<file path="config.mk">
export PLATFORM = sky130hd
export DESIGN_NAME = spi_shift_engine
export DESIGN_NICKNAME = d
export VERILOG_FILES = /design/src/rtl/spi_eng_pkg.sv /design/src/rtl/spi_rate_gen.sv /design/src/rtl/spi_shifter.sv /design/src/rtl/spi_shift_engine.sv
export SDC_FILE = /design/constraint.sdc
export NUM_CORES = 1
export LEC_CHECK = 0
export BUFFER_PORTS_ARGS = -buffer_cell sky130_fd_sc_hd__buf_4
export CORE_MARGIN = 3
export CORE_UTILIZATION = 29
export CTS_CLUSTER_SIZE = 16
export DETAILED_ROUTE_END_ITERATION = 16
export GPL_TIMING_DRIVEN = 0
export SLEW_MARGIN = 20
export SYNTH_ARGS = -nofsm -noshare
export SYNTH_HDL_FRONTEND = slang
export SYNTH_HIERARCHICAL = 1
export SYNTH_SLANG_ARGS = --single-unit
export TNS_END_PERCENT = 5
</file>
<file path="constraint.sdc">
create_clock -name clk -period 3.1 [get_ports clk]
set_input_delay 0.155 -clock clk [delete_from_list [all_inputs] [get_ports clk]]
set_output_delay 0.155 -clock clk [all_outputs]
set_load 0.03 [all_outputs]
</file>
<file path="src/rtl/spi_eng_pkg.sv">
package spi_eng_pkg;

    localparam int PRE_DIV = 13;
    localparam int SR_W    = 8;
    localparam int LEN_W   = 4;
    localparam int CD_W    = 3;
    localparam int RATIO_W = 9;
    localparam int CFG_W   = LEN_W + CD_W;

    typedef enum logic [1:0] {
        A_DATA = 2'd0,
        A_CTRL = 2'd1,
        A_PIN  = 2'd2,
        A_NONE = 2'd3
    } reg_addr_e;

    typedef struct packed {
        logic             done;
        logic [LEN_W-1:0] len;
        logic [CD_W-1:0]  cd;
    } ctrl_t;

    // power-of-two divider ratio; the top code skips ahead to 256
    function automatic logic [RATIO_W-1:0] ratio_of(input logic [CD_W-1:0] cd);
        if (cd == '1)
            return RATIO_W'(256);
        return RATIO_W'(1) << cd;
    endfunction

endpackage

</file>
<file path="src/rtl/spi_rate_gen.sv">
module spi_rate_gen
    import spi_eng_pkg::*;
#(
    parameter int PRE  = PRE_DIV,
    parameter int CDW  = CD_W,
    parameter int RATW = RATIO_W
) (
    input  logic           clk,
    input  logic           rst,
    input  logic           run,
    input  logic [CDW-1:0] cd,
    output logic           lead_tick,
    output logic           trail_tick
);
    localparam int PW = $clog2(PRE);
    localparam int RW = RATW - 1;

    logic [PW-1:0]   pre_q;
    logic [RW-1:0]   div_q;
    logic [RATW-1:0] ratio;
    logic [RW-1:0]   div_last;
    logic [RW-1:0]   div_half;
    logic            pre_wrap;

    assign ratio    = ratio_of(cd);
    assign div_last = RW'(ratio - RATW'(1));
    assign div_half = RW'((ratio >> 1) - RATW'(1));
    assign pre_wrap = (pre_q == PW'(PRE - 1));

    always_ff @(posedge clk) begin
        if (rst || !run) begin
            pre_q <= '0;
            div_q <= '0;
        end else begin
            pre_q <= pre_wrap ? '0 : pre_q + PW'(1);
            if (pre_wrap)
                div_q <= (div_q == div_last) ? '0 : div_q + RW'(1);
        end
    end

    // leading edge near mid-period, trailing edge at the end of the period
    always_comb begin
        if (ratio == RATW'(1))
            lead_tick = run && (pre_q == PW'(PRE / 2 - 1));
        else
            lead_tick = run && pre_wrap && (div_q == div_half);
        trail_tick = run && pre_wrap && (div_q == div_last);
    end

endmodule

</file>
<file path="src/rtl/spi_shifter.sv">
module spi_shifter
    import spi_eng_pkg::*;
#(
    parameter int SRW  = SR_W,
    parameter int LENW = LEN_W
) (
    input  logic            clk,
    input  logic            rst,
    input  logic            run,
    input  logic            lead,
    input  logic            trail,
    input  logic            cpha,
    input  logic            ser_in,
    input  logic            load,
    input  logic [SRW-1:0]  load_val,
    input  logic [LENW-1:0] len,
    output logic [SRW-1:0]  shreg,
    output logic            ser_out,
    output logic            sck_phase,
    output logic            frame_end
);
    logic [SRW-1:0]  sr_q;
    logic [LENW-1:0] idx_q;
    logic            samp_q;
    logic            dout_q;
    logic            phase_q;
    logic            shift_bit;

    assign shift_bit = cpha ? ser_in : samp_q;
    assign frame_end = trail && (idx_q == len - LENW'(1));

    always_ff @(posedge clk) begin
        if (rst) begin
            sr_q    <= '0;
            samp_q  <= 1'b0;
            dout_q  <= 1'b0;
            phase_q <= 1'b0;
            idx_q   <= '0;
        end else begin
            if (load)
                sr_q <= load_val;
            else if (trail)
                sr_q <= {sr_q[SRW-2:0], shift_bit};

            if (lead)
                samp_q <= ser_in;
            if (lead && cpha)
                dout_q <= sr_q[SRW-1];

            if (!run) begin
                phase_q <= 1'b0;
                idx_q   <= '0;
            end else begin
                if (lead)
                    phase_q <= 1'b1;
                if (trail) begin
                    phase_q <= 1'b0;
                    idx_q   <= idx_q + LENW'(1);
                end
            end
        end
    end

    assign shreg     = sr_q;
    assign ser_out   = cpha ? dout_q : sr_q[SRW-1];
    assign sck_phase = phase_q;

endmodule

</file>
<file path="src/rtl/spi_shift_engine.sv">
module spi_shift_engine
    import spi_eng_pkg::*;
(
    input  logic       clk,
    input  logic       rst,
    input  logic       bus_wr,
    input  logic [1:0] bus_addr,
    input  logic [7:0] bus_wdata,
    output logic [7:0] bus_rdata,
    input  logic       start,
    input  logic       irq_mask,
    input  logic       cpol,
    input  logic       cpha,
    input  logic       ser_in,
    input  logic       gpio_out,
    output logic       sck,
    output logic       sdo_pin,
    output logic       running,
    output logic       irq
);
    ctrl_t            ctrl_q;
    ctrl_t            wr_ctrl_v;
    logic             pin_en_q;
    logic             run_q;
    logic             wr_data;
    logic             wr_ctrl;
    logic             wr_pin;
    logic             lead_tick;
    logic             trail_tick;
    logic             frame_end;
    logic             sck_phase;
    logic             ser_bit;
    logic [SR_W-1:0]  shreg;
    logic             done_flag;
    logic [CFG_W-1:0] cfg_bits;
    reg_addr_e        addr;

    assign addr      = reg_addr_e'(bus_addr);
    assign wr_ctrl_v = ctrl_t'(bus_wdata);
    assign wr_data   = bus_wr && (addr == A_DATA) && !run_q;
    assign wr_ctrl   = bus_wr && (addr == A_CTRL) && !run_q;
    assign wr_pin    = bus_wr && (addr == A_PIN);

    spi_rate_gen #(.PRE(PRE_DIV), .CDW(CD_W), .RATW(RATIO_W)) u_rate (
        .clk        (clk),
        .rst        (rst),
        .run        (run_q),
        .cd         (ctrl_q.cd),
        .lead_tick  (lead_tick),
        .trail_tick (trail_tick)
    );

    spi_shifter #(.SRW(SR_W), .LENW(LEN_W)) u_shift (
        .clk       (clk),
        .rst       (rst),
        .run       (run_q),
        .lead      (lead_tick),
        .trail     (trail_tick),
        .cpha      (cpha),
        .ser_in    (ser_in),
        .load      (wr_data),
        .load_val  (bus_wdata),
        .len       (ctrl_q.len),
        .shreg     (shreg),
        .ser_out   (ser_bit),
        .sck_phase (sck_phase),
        .frame_end (frame_end)
    );

    always_ff @(posedge clk) begin
        if (rst) begin
            ctrl_q   <= '0;
            pin_en_q <= 1'b0;
            run_q    <= 1'b0;
        end else begin
            if (wr_ctrl) begin
                ctrl_q.len <= wr_ctrl_v.len;
                ctrl_q.cd  <= wr_ctrl_v.cd;
                if (!wr_ctrl_v.done)
                    ctrl_q.done <= 1'b0;
            end
            if (frame_end) begin
                ctrl_q.done <= 1'b1;
                run_q       <= 1'b0;
            end else if (start && !run_q) begin
                run_q <= 1'b1;
            end
            if (wr_pin)
                pin_en_q <= bus_wdata[0];
        end
    end

    always_comb begin
        case (addr)
            A_DATA:  bus_rdata = shreg;
            A_CTRL:  bus_rdata = ctrl_q;
            default: bus_rdata = '0;
        endcase
    end

    assign sck       = sck_phase ^ cpol;
    assign sdo_pin   = pin_en_q ? ser_bit : gpio_out;
    assign running   = run_q;
    assign irq       = ctrl_q.done & irq_mask;
    assign done_flag = ctrl_q.done;
    assign cfg_bits  = {ctrl_q.len, ctrl_q.cd};

endmodule

</file>
==> results.py, run 1 <==
metrics = {
    "outcome": {
        "outcome": "complete, no violations",
    },
    "setup_path": {
        "rr_endpoint": "done_flag",
        "arrival_ns": 3.20,
        "crit_chain": "buf_4 -> ha_1 -> xor2_1 -> mux2i_1 -> o22ai_1 -> o2111ai_4 -> nor2_4 -> and3_4 -> buf_6 -> buf_12 -> o211ai_1 -> a2111oi_4 -> nor2_1 -> a211oi_2",
        "crit_path_start_kind": "flip-flop",
        "max_stage_delay_ns": 0.39,
        "setup.worst_path.end_class": "flip-flop",
        "crit_buf_inv": 3,
        "cp_max_fo": 10,
        "crit_type": "flip-flop to flip-flop",
        "r2r_cells": 14,
        "reg2reg_slack_ns": 0.11,
        "path_delay_family": "compound AO/OA/AOI/OAI gates",
        "crit_slowest_cell": "dfxtp_4",
        "rr_startpoint": "cfg_bits[2]",
        "critPathRequiredTime_ns": 3.31,
    },
    "yosys": {
        "syn-cell-area_mm2": 0.002629,
        "netlist_top_cells_count": "dfxtp_1, nor2_1, mux2i_1",
        "synth_area_leaders": "dfxtp_1, mux2i_1, ha_1",
        "yosysSeqAreaShare": 0.2818,
        "yosysMostFrequentCell": "dfxtp_1",
        "synthFlopType": "dfxtp_1",
        "ys_seq_elements": 37,
        "synth_top_area_share": 0.2818,
        "synth_nets": 334,
        "syn_inst": 303,
        "synth-warning-count": 6,
        "synth-edff-count": 0,
        "avgSynthCellArea_um2": 8.676,
        "ys_types": 52,
        "yosysTopAreaCell": "dfxtp_1",
        "synthArstFlopShare": 0,
    },
    "timing": {
        "fin_skew_ns": 0.01361,
        "setup_slack_ns": 0.1051,
        "min_period_over_period": 0.9661,
        "timing.setup.tns_ns": 0,
        "holdWs_ns": 0.1088,
        "fin_crit_ns": 2.995,
        "relSlewSlack": 0.5523,
        "worst_pin_slew_ns": 0.6623,
        "finalSetupViolations": 0,
        "finalMaxSlewViolations": 0,
        "fmaxAchievable_mhz": 333.9,
        "hold_viol": 0,
    },
    "floorplanning": {
        "start_util": 0.3000,
        "die_w_um": 101.2,
        "ios": 31,
        "core-area_mm2": 0.008763,
        "design.die.area_mm2": 0.01024,
        "row_count": 34,
        "die_y_um": 101.2,
    },
    "drt": {
        "drt_iter0_markers": 63,
        "dr.pass1.iters": 4,
        "post_drt_wl_per_cell_um": 14.23,
        "routed_via_density": 4.931,
        "drt-total-wl_um": 6601,
        "ant_nets": 0,
        "drc": 0,
        "vias": 2288,
    },
    "final_layout": {
        "regArea_um2": 752.0,
        "multiInputGateArea_mm2": 0.001803,
        "fillers": 902,
        "drive_gt1_frac": 0.2781,
        "antenna_cells": 0,
        "nNetsFinal": 387,
        "syn2layout_area_growth_pct": 26.13,
        "final_core_util": 0.3784,
    },
    "placement": {
        "hpwl_um": 4660,
        "gp_congestion": 0.8293,
        "place_worst_setup_slack_ns": -0.4987,
        "io_buffers": 30,
    },
    "worst_hold_path": {
        "hold_depth": 3,
        "hold_start": "bus_wdata[2]",
        "holdPathEnd": "u_shift/shreg[2]",
        "min_path_type": "input pin to flip-flop",
    },
    "clock_tree": {
        "clk_pin_slew_ns": 0.08,
        "root_buffer": "clkbuf_8",
        "clkLatencyLatePin_ns": 0.29,
        "clockBufferDepth": 2,
        "cts.htree.levels": 2,
        "cts_buffers": 5,
        "cts_sinks": 37,
        "cts_tree": "yes",
    },
    "global_route": {
        "grt_max_degree": 12,
        "overflow": 0,
        "grt_pass1_wl_um": 10950,
        "antenna_found_initial": 0,
        "grt_pass1_vias": 2220,
        "grt_use_total": 0.1339,
    },
    "power": {
        "power_density_mw_per_mm2": 316.2,
        "fin_total_pwr_uw": 1048,
        "leakage_uw": 0.001313,
        "vdd_ir_drop_max_uv": 205.3,
    },
    "flow_run": {
        "maxCapViolCount": 0,
    },
}
-- cells by family after synthesis --
logic type | count (synthesis) | synth area share
multiplexers | 36 | 0.1442
flip-flops | 37 | 0.2818
AO/OA/AOI/OAI | 44 | 0.1166
adder cells (fa/ha/maj) | 12 | 0.05711
AND/OR/NAND/NOR | 119 | 0.2404
XOR/XNOR | 27 | 0.09805
buffers and inverters | 28 | 0.06187
-- report_power, final --
part           switching (uW)  internal (uW)  total [uW]
clock                     175            176         351
combinational             103            102         205
sequential               11.1            481         492
total                     290            759        1050
-- registers in the layout, indices dropped and copies added (netlist names) --
register           count
cfg_bits               7
done_flag              1
pin_en_q               1
running                1
u_rate/div_q           8
u_rate/pre_q           4
u_shift/dout_q         1
u_shift/idx_q          4
u_shift/samp_q         1
u_shift/sck_phase      1
u_shift/shreg          8
-- layout make-up --
class,instances,share of cell area
timing repair buffer,47,0.1064
buffer,20,0.04604
sequential,37,0.2268
inverter,7,0.009057
clock buffer,6,0.02491
tap,108,0.04075
clock inverter,1,0.002264
multi-input combinational,238,0.5438
-- tightest hold or removal path, stage by stage --
cell and delay, ns:
buf_4 0.08, mux2i_1 0.06, nor2_1 0.07
-- worst max path at each step --
| stage | startpoint | to | slack [ns] | cells after the start |
|---|---|---|---|---|
| 2_1_floorplan | cfg_bits[2] | done_flag | 0.02 | 17 |
| 3_3_place_gp | cfg_bits[2] | done_flag | -0.43 | 17 |
| 3_5_place_dp | cfg_bits[2] | done_flag | -0.50 | 17 |
| 4_1_cts | cfg_bits[1] | done_flag | 0.02 | 15 |
| 5_1_grt | cfg_bits[2] | done_flag | -0.02 | 14 |
| 6_report | cfg_bits[2] | done_flag | 0.11 | 14 |
-- per-stage QoR --
stage          cell area, um2  instances
2_1_floorplan            2633        303
3_3_place_gp             2993        441
3_5_place_dp             2993        441
4_1_cts                  3236        460
5_1_grt                  3316        464
6_report                 3316        464
-- timing repair --
action | 4_1_cts | 5_1_grt
buffers inserted | 13 | 4
endpoints found under the setup margin | 14 | 3
gates resized for setup | 16 | 13
pin swaps | 9 | 11
hold buffers | 0 | 0
-- cells in the final DEF (no fill, tap or decap), types with 9 or more instances in the layout --
cell type  count
xor2_1        15
nand2_1       11
nor2_1        34
buf_4         48
ha_1          10
mux2i_1       27
xnor2_1        9
nand3_1       13
a21oi_1       10
dfxtp_1       34
nand2b_1      21
-- routing by layer --
metal,up-vias,part of all wire,GRT usage
met2,49,0.49,0.2203
met5,-,0,0
met4,0,0.0095,0.03681
met1,1065,0.47,0.1785
li1,1166,-,-
met3,8,0.036,0.02686
Power figures use the tool's default switching activity.
==> run 2: changes to the inputs <==
PLACE_DENSITY = 0.49   (was not set)
==> results.py, run 2 (synthesis results as in run 1) <==
metrics = {
    "placement": {
        "hpwl_um": 4699,
        "dpl_cell_area_mm2": 0.002993,
        "gp_congestion": 0.7635,
        "place_worst_setup_slack_ns": -0.5256,
        "io_buffers": 30,
    },
    "setup_path": {
        "max_stage_delay_ns": 0.38,
        "crit_chain": "nor2_1 -> nand2_1 -> ha_2 -> buf_4 -> nand2b_1 -> nor2_1 -> a22oi_1 -> o2111ai_4 -> nor2_4 -> and3_4 -> buf_6 -> buf_4 -> mux2_2 -> mux2i_1 -> nor2_1",
        "setup.worst_path.end_class": "flip-flop",
        "cp_common_cell": "nor2_1",
        "crit_buf_inv": 3,
        "crit_slowest_cell": "dfxtp_2",
        "critPathRequiredTime_ns": 3.26,
        "crit_type": "flip-flop to flip-flop",
        "path_delay_family": "simple AND/OR/NAND/NOR gates",
        "arrival_ns": 3.07,
        "cp_max_fo": 11,
        "crit_path_start_kind": "flip-flop",
    },
    "clock_tree": {
        "root_buffer": "clkbuf_8",
        "clkLatencyLatePin_ns": 0.28,
        "cts_hold_buf": 0,
        "clockBufferDepth": 2,
        "cts.htree.levels": 2,
        "clk_pin_slew_ns": 0.07,
        "cts_tree": "yes",
        "cts_buffers": 5,
        "cts_sinks": 37,
    },
    "worst_hold_path": {
        "min_path_type": "input pin to flip-flop",
    },
    "global_route": {
        "grt_max_degree": 12,
        "grt_use_total": 0.1371,
        "grt_pass1_vias": 2210,
        "antenna_found_initial": 0,
        "grt_pass1_wl_um": 11140,
        "overflow": 0,
    },
    "outcome": {
        "outcome": "complete, no violations",
    },
    "power": {
        "pwr-share-clk": 0.333,
        "combPwrFrac": 0.193,
        "power_density_mw_per_mm2": 315.3,
        "internal_power_uw": 756.6,
        "seq_power_share": 0.474,
        "fin_total_pwr_uw": 1041,
        "p_sw_uw": 284.1,
        "leakage_uw": 0.001309,
        "vdd_ir_drop_max_uv": 189.1,
        "switching_share": 0.2730,
    },
    "timing": {
        "fin_crit_ns": 2.909,
        "min_period_over_period": 0.9384,
        "fmaxAchievable_mhz": 343.7,
        "fin_skew_ns": 0.005848,
        "relSlewSlack": 0.5473,
        "finalMaxSlewViolations": 0,
        "worst_pin_slew_ns": 0.6696,
        "hold_viol": 0,
        "finalSetupViolations": 0,
        "setup_slack_ns": 0.1908,
    },
    "final_layout": {
        "final_common_cell": "buf_4",
        "fillers": 907,
        "antenna_cells": 0,
        "drive_gt1_frac": 0.2717,
        "final_cell_mix": "buf_4, nor2_1, dfxtp_1, mux2i_1, nand2b_1",
        "multiInputGateArea_mm2": 0.001797,
        "postLayoutCellArea_mm2": 0.003301,
        "syn2layout_area_growth_pct": 25.56,
        "regArea_um2": 749.5,
        "nNetsFinal": 388,
    },
    "drt": {
        "drc": 0,
        "routed_via_density": 4.869,
        "ant_nets": 0,
        "vias": 2264,
        "dr.pass1.iters": 5,
        "post_drt_wl_per_cell_um": 14.25,
        "drt_iter0_markers": 52,
        "drt-total-wl_um": 6624,
    },
    "floorplanning": {
        "die_w_um": 101.2,
        "die_y_um": 101.2,
        "ios": 31,
        "start_util": 0.3000,
        "row_count": 34,
        "design.die.area_mm2": 0.01024,
        "core-area_mm2": 0.008763,
    },
    "flow_run": {
        "maxCapViolCount": 0,
    },
}
## run 2: final timing paths
check                 startpoint                to  slack [ns]  cells after the start
hold / removal      bus_wdata[3]  u_shift/shreg[3]        0.12                      3
setup reg to reg     cfg_bits[0]  u_shift/shreg[6]        0.19                     15
hold reg to reg   u_shift/dout_q    u_shift/dout_q        0.46                      2
setup / recovery     cfg_bits[0]  u_shift/shreg[6]        0.19                     15
## run 2: routing by layer
metal / vias up / part of all wire / global-route usage / routed length (um)
met3: 4 / 0.028 / 0.02479 / 187
li1: 1167 / - / - / -
met2: 42 / 0.49 / 0.2334 / 3248
met1: 1051 / 0.48 / 0.1795 / 3149
met4: 0 / 0.0059 / 0.03374 / 39
met5: - / 0 / 0 / 0
## run 2: repair_timing
action                                  CTS  global route
setup buffers                            15             4
endpoints found under the setup margin   14             7
pin swaps                                 6             9
resized for setup                        16             9
## run 2: final cells by class
type / count / share of cell area
repair buffers: 49 / 0.1126
flip-flops and latches: 37 / 0.2271
well taps: 108 / 0.04094
multi-input cells: 238 / 0.5444
inverters: 7 / 0.01024
plain buffers: 19 / 0.03867
clock buffers: 7 / 0.02616
## run 2: tightest hold or removal path, cell delays in order
cell	delay (ns)
buf_4	0.08
mux2i_1	0.06
nor2_1	0.07
## run 2: power groups by stage
stage          registers [uW]  logic [uW]  clock network, uW
6_report                  493         201                347
5_1_grt                   495         218                389
4_1_cts                   493         195                366
3_5_place_dp              506         167                  0
3_3_place_gp              506         166                  0
2_1_floorplan             503         112                  0
## run 2: metrics by stage
step,cells,setup TNS [ns],hold WS [ns],utilization
2_1_floorplan,303,0,0.2996,-
3_3_place_gp,441,-2.028,0.4083,0.3415
3_5_place_dp,441,-2.287,0.4111,0.3415
4_1_cts,462,0,0.1069,0.3704
5_1_grt,465,-0.03810,0.1099,0.3766
6_report,465,0,0.1161,0.3766
==> run 3: changes to the inputs <==
RECOVER_POWER = 50   (was not set)
==> results.py, run 3 (synthesis results as in run 1) <==
metrics = {
    "outcome": {
        "outcome": "complete, no violations",
    },
    "clock_tree": {
        "clkLatencyLatePin_ns": 0.29,
        "clk_pin_slew_ns": 0.07,
        "cts_tree": "yes",
        "cts_buffers": 5,
        "cts_sinks": 37,
        "cts_hold_buf": 0,
        "clockBufferDepth": 2,
        "root_buffer": "clkbuf_8",
        "cts.htree.levels": 2,
    },
    "final_layout": {
        "fin_cells": 465,
        "final_cell_mix": "buf_4, nor2_1, dfxtp_1, mux2i_1, nand2b_1",
        "final_core_util": 0.3718,
        "syn2layout_area_growth_pct": 23.94,
        "antenna_cells": 0,
        "fillers": 915,
        "drive_gt1_frac": 0.2409,
        "postLayoutCellArea_mm2": 0.003258,
        "final_common_cell": "buf_4",
        "nNetsFinal": 388,
    },
    "global_route": {
        "grt_max_degree": 12,
        "grt_pass1_vias": 2210,
        "grt_pass1_wl_um": 11140,
        "antenna_found_initial": 0,
        "overflow": 0,
        "grt_use_total": 0.1371,
    },
    "power": {
        "p_sw_uw": 285.5,
        "power_density_mw_per_mm2": 318.8,
        "leakage_uw": 0.001263,
        "combPwrFrac": 0.190,
        "pwr-share-clk": 0.335,
        "switching_share": 0.2748,
        "seq_power_share": 0.475,
        "vdd_ir_drop_max_uv": 189.0,
        "internal_power_uw": 753.2,
    },
    "placement": {
        "hpwl_um": 4699,
        "gp_congestion": 0.7635,
        "placedCellCount": 441,
        "dpl_cell_area_mm2": 0.002993,
        "io_buffers": 30,
    },
    "timing": {
        "finalSetupViolations": 0,
        "holdWs_ns": 0.1122,
        "hold_viol": 0,
        "finalMaxSlewViolations": 0,
        "fin_skew_ns": 0.004840,
        "fin_crit_ns": 2.907,
        "relSlewSlack": 0.5492,
        "min_period_over_period": 0.9379,
        "timing.setup.tns_ns": 0,
        "fmaxAchievable_mhz": 343.9,
        "worst_pin_slew_ns": 0.6668,
    },
    "drt": {
        "drc": 0,
        "top_layer_used": "met4",
        "dr.pass1.iters": 4,
        "post_drt_wl_per_cell_um": 14.17,
        "routed_via_density": 4.858,
        "wl_met2_um": 3251,
        "ant_nets": 0,
        "vias": 2259,
        "wl_met1_um": 3092,
        "drt-total-wl_um": 6587,
        "wl_met3_um": 207,
        "drt_iter0_markers": 47,
    },
    "setup_path": {
        "cp_max_fo": 11,
        "setup.worst_path.end_class": "flip-flop",
        "crit_path_start_kind": "flip-flop",
        "critPathRequiredTime_ns": 3.26,
        "crit_type": "flip-flop to flip-flop",
        "arrival_ns": 3.07,
        "crit_slowest_cell": "dfxtp_2",
        "crit_chain": "nor2_1 -> nand2_1 -> ha_2 -> buf_4 -> nand2b_1 -> nor2_1 -> a22oi_1 -> o2111ai_4 -> nor2_4 -> and3_4 -> buf_6 -> buf_4 -> mux2_2 -> mux2i_1 -> nor2_1",
        "cp_common_cell": "nor2_1",
        "max_stage_delay_ns": 0.38,
    },
    "floorplanning": {
        "die_w_um": 101.2,
        "core-area_mm2": 0.008763,
        "die_y_um": 101.2,
        "start_util": 0.3000,
        "row_count": 34,
        "ios": 31,
        "design.die.area_mm2": 0.01024,
    },
    "flow_run": {
        "maxCapViolCount": 0,
    },
    "worst_hold_path": {
        "min_path_type": "input pin to flip-flop",
    },
}
## run 3: final timing paths
| path | start | to | slack (ns) | cells after the start |
|---|---|---|---|---|
| hold reg to reg | u_shift/dout_q | u_shift/dout_q | 0.46 | 2 |
| hold / removal | bus_wdata[3] | u_shift/shreg[3] | 0.11 | 3 |
| setup / recovery | cfg_bits[0] | u_shift/shreg[6] | 0.19 | 15 |
| setup reg to reg | cfg_bits[0] | u_shift/shreg[6] | 0.19 | 15 |
## run 3: cell type report
type	count	area [um2]	area share
Tap cell	108	135.1	0.04147
Multi-Input combinational cell	238	1797	0.5515
Inverter	7	33.78	0.01037
Timing Repair Buffer	49	337.8	0.1037
Sequential cell	37	749.5	0.2300
Buffer	19	118.9	0.03648
Clock buffer	7	86.33	0.02650
## run 3: per-stage QoR
stage | setup WS, ns | total power [uW]
after floorplan | 0.02289 | 614.7
after global placement | -0.4946 | 672.8
after detailed placement | -0.5256 | 672.8
after CTS | 0.005906 | 1053
after global routing | -0.02790 | 1099
final | 0.1925 | 1039
## run 3: repair_timing
action,4_1_cts,5_1_grt
pin swaps,6,9
endpoints found under the setup margin,14,7
resized for setup,16,9
buffers inserted,15,4
## run 3: critical path: cells and delay by family, from the launching register on
kind,cells,cell delay [ns]
AND/OR/NAND/NOR,7,0.87
multiplexers,2,0.47
buffers and inverters,3,0.44
AO/OA/AOI/OAI,2,0.43
flip-flops,1,0.38
adder cells (fa/ha/maj),1,0.19
## run 3: per-layer routing
| layer | vias to the layer above | global-route usage |
|---|---|---|
| met5 | - | 0 |
| met4 | 0 | 0.03374 |
| met3 | 4 | 0.02479 |
| met2 | 37 | 0.2334 |
| met1 | 1053 | 0.1795 |
| li1 | 1165 | - |
## run 3: power by group through the flow
stage / logic, uW / registers (uW) / clock network [uW]
after floorplan: 112 / 503 / 0
after global placement: 166 / 506 / 0
after detailed placement: 167 / 506 / 0
after CTS: 195 / 493 / 366
after global routing: 215 / 495 / 389
final: 197 / 493 / 348
